--- config.mk ---
export PLATFORM = sky130hd
export DESIGN_NAME = serial_word_loader
export DESIGN_NICKNAME = d
export VERILOG_FILES = /design/src/rtl/swl_pkg.sv /design/src/rtl/swl_sync.sv /design/src/rtl/swl_ctrl.sv /design/src/rtl/swl_datapath.sv /design/src/rtl/serial_word_loader.sv
export SDC_FILE = /design/constraint.sdc
export NUM_CORES = 1
export LEC_CHECK = 0
export CAP_MARGIN = 40
export CORE_UTILIZATION = 45
export CTS_CLUSTER_DIAMETER = 120
export DETAILED_ROUTE_END_ITERATION = 10
export GPL_TIMING_DRIVEN = 0
export PLACE_DENSITY_LB_ADDON = 0.08
export SETUP_SLACK_MARGIN = 0.3
export SYNTH_ARGS = -nofsm -noshare
export SYNTH_HDL_FRONTEND = slang
export SYNTH_HIERARCHICAL = 1
export SYNTH_SLANG_ARGS = --single-unit
--- constraint.sdc ---
create_clock -name clk -period 2.91 [get_ports clk]
set_input_delay 0.873 -clock clk [delete_from_list [all_inputs] [get_ports clk]]
set_output_delay 0.873 -clock clk [all_outputs]
set_load 0.02 [all_outputs]
--- src/rtl/swl_pkg.sv ---
package swl_pkg;
  localparam int WORD_W = 23;
  localparam int NUM_CH = 2;
  localparam int R_W = 14;
  localparam int A_W = 7;
  localparam int N_W = 11;
  localparam int T_W = 2;
  localparam int CNT_W = $clog2(WORD_W + 2);
  localparam int NUM_LATCH = 2 * NUM_CH;

  // bit indices inside the shift register (index = word position - 1)
  localparam int P_CH = 0;
  localparam int P_KIND = 1;
  localparam int P_T = 2;
  localparam int P_R = P_T + T_W;
  localparam int P_CS = P_R + R_W;
  localparam int P_LDS = 2;
  localparam int P_SW = 3;
  localparam int P_FC = 4;
  localparam int P_A = 5;
  localparam int P_N = P_A + A_W;

  typedef struct packed {
    logic shift;
    logic load;
  } strobe_t;
endpackage

--- src/rtl/swl_sync.sv ---
module swl_sync #(
  parameter int WIDTH = 3,
  parameter int STAGES = 2
) (
  input  logic             clk,
  input  logic             rstN,
  input  logic [WIDTH-1:0] asyncIn,
  output logic [WIDTH-1:0] syncOut
);
  logic [STAGES-1:0][WIDTH-1:0] chain;

  always_ff @(posedge clk) begin
    if (!rstN) chain[0] <= '0;
    else       chain[0] <= asyncIn;
  end

  for (genvar s = 1; s < STAGES; s++) begin : g_stage
    always_ff @(posedge clk) begin
      if (!rstN) chain[s] <= '0;
      else       chain[s] <= chain[s-1];
    end
  end

  assign syncOut = chain[STAGES-1];
endmodule

--- src/rtl/swl_ctrl.sv ---
module swl_ctrl
  import swl_pkg::*;
(
  input  logic    clk,
  input  logic    rstN,
  input  logic    clkS,
  input  logic    leS,
  output strobe_t stb,
  output logic    frameErr
);
  logic             clkPrev;
  logic             lePrev;
  logic [CNT_W-1:0] bitCnt;
  logic             clkRise;
  logic             leRise;
  logic             countOk;

  assign clkRise = clkS & ~clkPrev;
  assign leRise  = leS & ~lePrev;
  assign countOk = (bitCnt == CNT_W'(WORD_W));

  always_comb begin
    stb.shift = clkRise;
    stb.load  = leRise & countOk;
  end

  always_ff @(posedge clk) begin
    if (!rstN) begin
      clkPrev  <= 1'b0;
      lePrev   <= 1'b0;
      bitCnt   <= '0;
      frameErr <= 1'b0;
    end else begin
      clkPrev <= clkS;
      lePrev  <= leS;
      if (leRise) begin
        bitCnt   <= '0;
        frameErr <= ~countOk;
      end else if (clkRise && bitCnt != CNT_W'(WORD_W + 1)) begin
        bitCnt <= bitCnt + 1'b1;
      end
    end
  end

  // a strobe seen with a wrong count must leave the error flag set
  a_r6_err_on_miscount: assert property (@(posedge clk) disable iff (!rstN)
    (leRise && !countOk) |=> frameErr);

  // a commit clears the error flag
  a_r7_err_clear: assert property (@(posedge clk) disable iff (!rstN)
    stb.load |=> !frameErr);

  // the error flag moves only on a load strobe
  a_r6_err_stable: assert property (@(posedge clk) disable iff (!rstN)
    !leRise |=> $stable(frameErr));
endmodule

--- src/rtl/swl_datapath.sv ---
module swl_datapath
  import swl_pkg::*;
(
  input  logic                           clk,
  input  logic                           rstN,
  input  logic                           dataS,
  input  strobe_t                        stb,
  output logic [NUM_CH-1:0][R_W-1:0]     refDiv,
  output logic [NUM_CH-1:0][T_W-1:0]     testSel,
  output logic [NUM_CH-1:0]              pumpHigh,
  output logic [NUM_CH-1:0][A_W-1:0]     swallow,
  output logic [NUM_CH-1:0][N_W-1:0]     mainDiv,
  output logic [NUM_CH-1:0]              modSel,
  output logic [NUM_CH-1:0]              phasePol,
  output logic [NUM_CH-1:0]              monSel,
  output logic [NUM_CH-1:0]              refWritten,
  output logic [NUM_CH-1:0]              cntWritten
);
  logic [WORD_W-1:0]    shiftReg;
  logic [NUM_LATCH-1:0] loadVec;

  always_ff @(posedge clk) begin
    if (!rstN)          shiftReg <= '0;
    else if (stb.shift) shiftReg <= {shiftReg[WORD_W-2:0], dataS};
  end

  // latch index = {kind, channel}: 0/1 reference, 2/3 counter
  always_comb begin
    loadVec = '0;
    if (stb.load) loadVec[{shiftReg[P_KIND], shiftReg[P_CH]}] = 1'b1;
  end

  for (genvar ch = 0; ch < NUM_CH; ch++) begin : g_ch
    always_ff @(posedge clk) begin
      if (!rstN) begin
        refDiv[ch]     <= '0;
        testSel[ch]    <= '0;
        pumpHigh[ch]   <= 1'b0;
        refWritten[ch] <= 1'b0;
      end else if (loadVec[ch]) begin
        refDiv[ch]     <= shiftReg[P_R +: R_W];
        testSel[ch]    <= shiftReg[P_T +: T_W];
        pumpHigh[ch]   <= shiftReg[P_CS];
        refWritten[ch] <= 1'b1;
      end
    end

    always_ff @(posedge clk) begin
      if (!rstN) begin
        swallow[ch]    <= '0;
        mainDiv[ch]    <= '0;
        modSel[ch]     <= 1'b0;
        phasePol[ch]   <= 1'b0;
        monSel[ch]     <= 1'b0;
        cntWritten[ch] <= 1'b0;
      end else if (loadVec[NUM_CH + ch]) begin
        swallow[ch]    <= shiftReg[P_A +: A_W];
        mainDiv[ch]    <= shiftReg[P_N +: N_W];
        modSel[ch]     <= shiftReg[P_SW];
        phasePol[ch]   <= shiftReg[P_FC];
        monSel[ch]     <= shiftReg[P_LDS];
        cntWritten[ch] <= 1'b1;
      end
    end

    // written flags never fall once set
    a_r8_ref_sticky: assert property (@(posedge clk) disable iff (!rstN)
      refWritten[ch] |=> refWritten[ch]);
    a_r8_cnt_sticky: assert property (@(posedge clk) disable iff (!rstN)
      cntWritten[ch] |=> cntWritten[ch]);
  end

  // at most one latch selected per cycle
  a_r9_one_target: assert property (@(posedge clk) disable iff (!rstN)
    $onehot0(loadVec));

  // no latch moves without a commit strobe
  a_r6_hold: assert property (@(posedge clk) disable iff (!rstN)
    !stb.load |=> ($stable(refDiv) && $stable(mainDiv) && $stable(swallow)
                   && $stable(testSel) && $stable(pumpHigh) && $stable(modSel)
                   && $stable(phasePol) && $stable(monSel)));

  // the synchronized data bit enters at the bottom of the register
  a_r2_shift_in: assert property (@(posedge clk) disable iff (!rstN)
    stb.shift |=> shiftReg[0] == $past(dataS));
endmodule

--- src/rtl/serial_word_loader.sv ---
module serial_word_loader
  import swl_pkg::*;
(
  input  logic                       clk,
  input  logic                       rstN,
  input  logic                       serClk,
  input  logic                       serData,
  input  logic                       serLe,
  output logic [NUM_CH-1:0][R_W-1:0] refDiv,
  output logic [NUM_CH-1:0][T_W-1:0] testSel,
  output logic [NUM_CH-1:0]          pumpHigh,
  output logic [NUM_CH-1:0][A_W-1:0] swallow,
  output logic [NUM_CH-1:0][N_W-1:0] mainDiv,
  output logic [NUM_CH-1:0]          modSel,
  output logic [NUM_CH-1:0]          phasePol,
  output logic [NUM_CH-1:0]          monSel,
  output logic [NUM_CH-1:0]          refWritten,
  output logic [NUM_CH-1:0]          cntWritten,
  output logic                       frameErr
);
  logic [2:0] syncBus;
  strobe_t    stb;

  swl_sync #(.WIDTH(3), .STAGES(2)) u_sync (
    .clk     (clk),
    .rstN    (rstN),
    .asyncIn ({serLe, serData, serClk}),
    .syncOut (syncBus)
  );

  swl_ctrl u_ctrl (
    .clk      (clk),
    .rstN     (rstN),
    .clkS     (syncBus[0]),
    .leS      (syncBus[2]),
    .stb      (stb),
    .frameErr (frameErr)
  );

  swl_datapath u_dp (
    .clk        (clk),
    .rstN       (rstN),
    .dataS      (syncBus[1]),
    .stb        (stb),
    .refDiv     (refDiv),
    .testSel    (testSel),
    .pumpHigh   (pumpHigh),
    .swallow    (swallow),
    .mainDiv    (mainDiv),
    .modSel     (modSel),
    .phasePol   (phasePol),
    .monSel     (monSel),
    .refWritten (refWritten),
    .cntWritten (cntWritten)
  );
endmodule

==> flow_metrics.env, run 1 <==
export IMPL_irDropWorstVdd_mv=0.378
export IMPL_seq_area_mm2=0.00234
export IMPL_synth_compound_area_frac=0.0160
export IMPL_power_mw=3.82
export IMPL_period_share=0.810
export IMPL_grt_use_met1=0.266
export IMPL_synth_top_family_by_area="multiplexers"
export IMPL_muxShareOfSynthArea=0.228
export IMPL_viasPerCell=4.82
export IMPL_synth_area_per_cell_um2=10.5
export IMPL_first_global_vias=3193
export IMPL_utilization=0.644
export IMPL_cpMaxStageDelayCell="clkdlybuf4s50_1"
export IMPL_syn_inst=416
export IMPL_critPathKind="reg -> out"
export IMPL_cp_buffers_inverters=1
export IMPL_path_clk_slew_ns=0.06
export IMPL_critPathLaunchType="flip-flop"
export IMPL_clock_root_buffer="clkbuf_8"
export IMPL_nNetsFinal=527
export IMPL_syn_cell_area_mm2=0.00438
export IMPL_outcome="completed"
export IMPL_path_max_fanout=2
export IMPL_setup_violations_final=0
export IMPL_rows=35
export IMPL_cap_violations=0
export IMPL_met3_usage=0.0631
export IMPL_grt_usage=0.209
export IMPL_grt_pass1_wl_mm=15.8
export IMPL_min_path_type="reg -> reg"
export IMPL_clk_insertion_delay_late_ns=0.51
export IMPL_slew_limit_headroom=0.611
export IMPL_synth_xor_area_share=0
export IMPL_synth_top_flop_cell="dfxtp_1"
export IMPL_max_freq_mhz=424
export IMPL_crit_path_end_kind="output port"
export IMPL_crit_family="buffers and inverters"
export IMPL_fin_setup_tns_ns=0
export IMPL_antenna_found_initial=0
export IMPL_grt_busiest_layer="met2"
export IMPL_fill_cells=779
export IMPL_post_cts_resized=0
export IMPL_rsz0062_at_grt="false"
export IMPL_cts_buffers_inserted=17
export IMPL_finClkSkew_ns=0.0129
export IMPL_postCtsSetupRepairBufs=0
export IMPL_wl_per_cell_um=14.8
export IMPL_synth_cell_types=31
export IMPL_ys_async_sr_fraction=0
export IMPL_r2r_start="u_ctrl/bitCnt[0]"
export IMPL_numPortBuffers=85
export IMPL_crit_path_max_incr_delay_ns=0.62
export IMPL_wl_mm=9.77
export IMPL_crit_path_cell_trace="clkdlybuf4s50_1"
export IMPL_dp_hpwl_mm=6.62
export IMPL_die_w_um=101
export IMPL_slew_viol_final=0
export IMPL_dp_cells=630
export IMPL_cts_hold_buf=0
export IMPL_met2_usage=0.337
export IMPL_core_mm2=0.00933
export IMPL_detail_route_antenna_nets=0
export IMPL_worstSetupStartpoint="u_dp/refDiv[13]"
export IMPL_power_density_mw_per_mm2=635
export IMPL_yosysSeqAreaShare=0.534
export IMPL_multiInputGateArea_mm2=0.00180
export IMPL_tritoncts="built"
export IMPL_max_clock_path_buffers=2
export IMPL_vias=3180
export IMPL_hp_start="u_sync/chain[2]"
export IMPL_ys_seq_elements=117
export IMPL_grt_max_degree=17
export IMPL_hold_viol=0
export IMPL_fin_cells=660
export IMPL_grt_ovfl_total=0
export IMPL_syn2layout_area_growth_pct=37.0
export IMPL_dieArea_mm2=0.0101
export IMPL_worstMarginPinSlew_ns=0.583
export IMPL_die_h_um=101
export IMPL_n_antenna_cell=0
export IMPL_fin_crit_ns=2.36
export IMPL_pin_count=86
export IMPL_gp_congestion=0.705
export IMPL_syn_num_nets=423
export IMPL_synthAdderAreaFrac=0.00571
export IMPL_dr_pass1_iters=5
export IMPL_cts_max_level=4
export IMPL_drive_gt1_frac=0.105
export IMPL_synth_edf_count=0
export IMPL_critPathArrivalTime_ns=1.48
export IMPL_drc_errors=0
export IMPL_worstPathRequired_ns=2.04
export IMPL_ys_warn_count=6
export IMPL_drt_iter0_drc=80
export IMPL_initial_core_util=0.470
export IMPL_yosys_area_share_simple=0.162
export IMPL_cts_sinks=117
export IMPL_p_leak_nw=2.50
[final timing paths]
check	to	slack, ns	cells past startpoint
max reg2reg	u_dp/refDiv[9]	0.97	7
min	u_sync/syncOut[2]	0.43	1
max	refDiv[13]	0.55	1
min reg2reg	u_sync/syncOut[2]	0.43	1
[routing by layer]
metal  wire length [µm]  share of wire
met5                  0              0
met4                 59         0.0060
met3                343          0.035
met2               4740           0.48
met1               4640           0.47
[through the flow]
step	worst slack [ns]	cell area, µm²	hold WS [ns]
6_report	0.554	6010	0.432
5_1_grt	0.443	6010	0.453
4_1_cts	0.518	6010	0.432
3_5_place_dp	0.0881	5400	0.418
3_3_place_gp	0.121	5400	0.415
2_1_floorplan	1.26	4380	0.412
[report_power, final]
part           leakage [nW]  internal, mW  switching, mW
Sequential            0.944          1.61        0.00243
Combinational          1.26        0.0300         0.0485
Clock                 0.300          1.44          0.682
Total                  2.50          3.08          0.733
[cell usage in the layout (no fill, tap or decap), types with 2 or more instances in the layout]
cell type / instances
clkinv_2: 3
a21boi_1: 2
bufinv_16: 4
nand2b_1: 2
nor2b_1: 24
clkbuf_1: 6
ha_1: 2
clkdlybuf4s50_1: 85
nand2_1: 98
a21oi_1: 4
and2_1: 8
nand3b_1: 2
dfxtp_1: 117
buf_4: 6
clkbuf_8: 4
buf_8: 2
o21ai_0: 4
nand3_1: 4
mux2i_1: 100
nand4b_1: 2
buf_6: 6
buf_2: 10
clkbuf_16: 16
inv_1: 6
[cells in the mapped netlist, types with 4 or more instances]
| master | n | area (µm²) |
|---|---|---|
| mux2i_1 | 100 | 1000 |
| nand3_1 | 4 | 20.0 |
| buf_2 | 10 | 50.1 |
| inv_1 | 6 | 22.5 |
| and2_1 | 8 | 50.1 |
| dfxtp_1 | 117 | 2340 |
| buf_6 | 6 | 67.6 |
| buf_4 | 6 | 45.0 |
| nor2b_1 | 24 | 150 |
| clkbuf_1 | 5 | 18.8 |
| nand2_1 | 98 | 368 |
| a21oi_1 | 4 | 20.0 |
| o21ai_0 | 4 | 20.0 |
[registers in the layout, indices dropped and copies added (netlist names), 3 cells and up]
register        flops
u_dp/swallow       14
u_sync/chain        3
u_dp/refDiv        28
u_dp/shiftReg      23
u_dp/mainDiv       22
u_dp/testSel        4
u_ctrl/bitCnt       5
u_sync/syncOut      3
[layout make-up]
type,count,area share
plain buffers,29,0.0352
clock buffers,21,0.0764
clock inverters,9,0.0252
inverters,7,0.00437
multi-input cells,263,0.300
flip-flops and latches,117,0.390
well taps,129,0.0269
repair buffers,85,0.142
[cells by family (layout without fill, tap and decap cells)]
| kind of cell | after synthesis | after routing |
|---|---|---|
| and+or+nand+nor | 149 | 149 |
| AOI/OAI and AO/OA | 12 | 12 |
| adders and majority gates | 2 | 2 |
| DFF | 117 | 117 |
| muxes | 100 | 100 |
| buffers and inverters | 36 | 151 |
Power figures use the tool's default switching activity.
==> run 2: changes to the inputs <==
==> constraint.sdc (replaced) <==
create_clock -name clk -period 1.9 [get_ports clk]
set_input_delay 0.57 -clock clk [delete_from_list [all_inputs] [get_ports clk]]
set_output_delay 0.57 -clock clk [all_outputs]
set_load 0.02 [all_outputs]
==> flow_metrics.env, run 2 (same netlist as run 1, synthesis figures left out) <==
export IMPL_post_place_ws_ns=-0.630
export IMPL_rows=35
export IMPL_numPortBuffers=85
export IMPL_hold_viol=0
export IMPL_fin_setup_tns_ns=0
export IMPL_cpMaxStageDelayCell="dfxtp_4"
export IMPL_p_switching_mw=1.12
export IMPL_critPathArrivalTime_ns=2.03
export IMPL_dp_hpwl_mm=6.76
export IMPL_clk_insertion_delay_late_ns=0.51
export IMPL_first_global_vias=3110
export IMPL_grt_pass1_wl_mm=15.8
export IMPL_period_share=0.845
export IMPL_initial_core_util=0.470
export IMPL_largest_registers="u_dp/refDiv x28, u_dp/shiftReg x23, u_dp/mainDiv x22"
export IMPL_path_clk_slew_ns=0.06
export IMPL_nNetsFinal=539
export IMPL_outcome="completed"
export IMPL_setup_violations_final=0
export IMPL_crit_path_cell_trace="ha_4, nand4b_1, nor2_4, nor3b_4, buf_6, clkbuf_16, mux2i_1"
export IMPL_core_mm2=0.00933
export IMPL_slew_viol_final=0
export IMPL_vias=3251
export IMPL_max_freq_mhz=623
export IMPL_p_comb_frac=0.023
export IMPL_whs_ns=0.434
export IMPL_p_leak_nw=2.75
export IMPL_critPathLaunchType="flip-flop"
export IMPL_sw_frac_of_total=0.203
export IMPL_cts_max_level=4
export IMPL_pwr_share_clk=0.532
export IMPL_worstPathRequired_ns=2.33
export IMPL_slew_limit_headroom=0.635
export IMPL_n_antenna_cell=0
export IMPL_die_w_um=101
export IMPL_max_clock_path_buffers=2
export IMPL_worstMarginPinSlew_ns=0.547
export IMPL_wl_mm=10.2
export IMPL_pin_count=86
export IMPL_dr_pass1_iters=4
export IMPL_cts_buffers_inserted=17
export IMPL_dieArea_mm2=0.0101
export IMPL_grt_usage=0.211
export IMPL_wl_per_cell_um=15.2
export IMPL_drive_gt1_frac=0.344
export IMPL_drc_errors=0
export IMPL_final_common_cell="mux2i_1"
export IMPL_syn2layout_area_growth_pct=37.2
export IMPL_detail_route_antenna_nets=0
export IMPL_crit_path_end_kind="flip-flop"
export IMPL_worst_slack_ns=0.294
export IMPL_irDropWorstVdd_mv=0.502
export IMPL_top_register="u_dp/refDiv"
export IMPL_drt_iter0_drc=90
export IMPL_power_density_mw_per_mm2=921
export IMPL_min_path_type="reg -> reg"
export IMPL_grt_max_degree=17
export IMPL_largest_reg_flops=28
export IMPL_fin_crit_ns=1.61
export IMPL_crit_path_max_incr_delay_ns=0.35
export IMPL_viasPerCell=4.84
export IMPL_path_max_fanout=5
export IMPL_layout_common_cells="100 x mux2i_1, 98 x nand2_1, 87 x dfxtp_1, 68 x buf_4, 28 x dfxtp_2"
export IMPL_place_area_mm2=0.00540
export IMPL_grt_ovfl_total=0
export IMPL_antenna_found_initial=0
export IMPL_stdcell_area_mm2=0.00602
export IMPL_p_seq_frac=0.445
export IMPL_p_int_mw=4.41
export IMPL_utilization=0.645
export IMPL_critPathKind="reg -> reg"
export IMPL_die_h_um=101
export IMPL_tritoncts="built"
export IMPL_finClkSkew_ns=0.00745
export IMPL_cts_hold_buf=0
export IMPL_clock_root_buffer="clkbuf_8"
export IMPL_gp_congestion=0.698
export IMPL_rsz0062_at_grt="true"
export IMPL_cts_sinks=117
export IMPL_cap_violations=0
==> run 2: path summary, 6_finish.rpt <==
path / slack [ns] / end / startpoint / cells after the start
max reg2reg: 0.29 / u_dp/refDiv[5] / u_ctrl/bitCnt[1] / 7
min: 0.43 / u_sync/syncOut[1] / u_sync/chain[1] / 1
max: 0.29 / u_dp/refDiv[5] / u_ctrl/bitCnt[1] / 7
min reg2reg: 0.43 / u_sync/syncOut[1] / u_sync/chain[1] / 1
==> run 2: area by class of cell <==
cell class | instances | area (µm²)
plain buffers | 29 | 240
clock buffers | 20 | 445
clock inverters | 10 | 108
fillers | 798 | 3310
inverters | 7 | 26.3
multi-input cells | 263 | 1840
flip-flops and latches | 117 | 2380
well taps | 129 | 161
repair buffers | 97 | 810
==> run 2: worst max-delay path, delay by kind of cell, from the launching register on <==
| kind | cells | cell delay (ns) |
|---|---|---|
| mux | 1 | 0.18 |
| simple gates | 3 | 0.53 |
| fa+ha+maj | 1 | 0.14 |
| buf+inv | 2 | 0.31 |
| flops | 1 | 0.35 |
==> run 2: layer usage <==
layer / wire length (µm) / global-route usage / vias to the layer above
met5: 0 / 0 / -
met4: 104 / 0.0736 / 0
met3: 412 / 0.0555 / 11
met2: 4920 / 0.357 / 78
met1: 4780 / 0.260 / 1543
li1: - / - / 1619
==> run 2: what timing repair did <==
action | in CTS | in global routing
setup endpoints to repair | 184 | 167
gates cloned | 0 | 2
resized for setup | 351 | 109
pin swaps | 1 | 3
buffers inserted | 8 | 2
==> run 2: power by group through the flow <==
stage,Sequential (mW),Clock (mW),Combinational [mW]
2_1_floorplan,2.52,0,0.0780
3_3_place_gp,2.52,0,0.119
3_5_place_dp,2.52,0,0.121
4_1_cts,2.47,3.00,0.123
5_1_grt,2.47,3.12,0.137
6_report,2.47,2.95,0.127
==> run 2: stage by stage <==
stage	cells	power [mW]
after global routing	672	5.72
after floorplan	416	2.60
final	672	5.54
after detailed placement	630	2.64
after CTS	668	5.59
after global placement	630	2.64
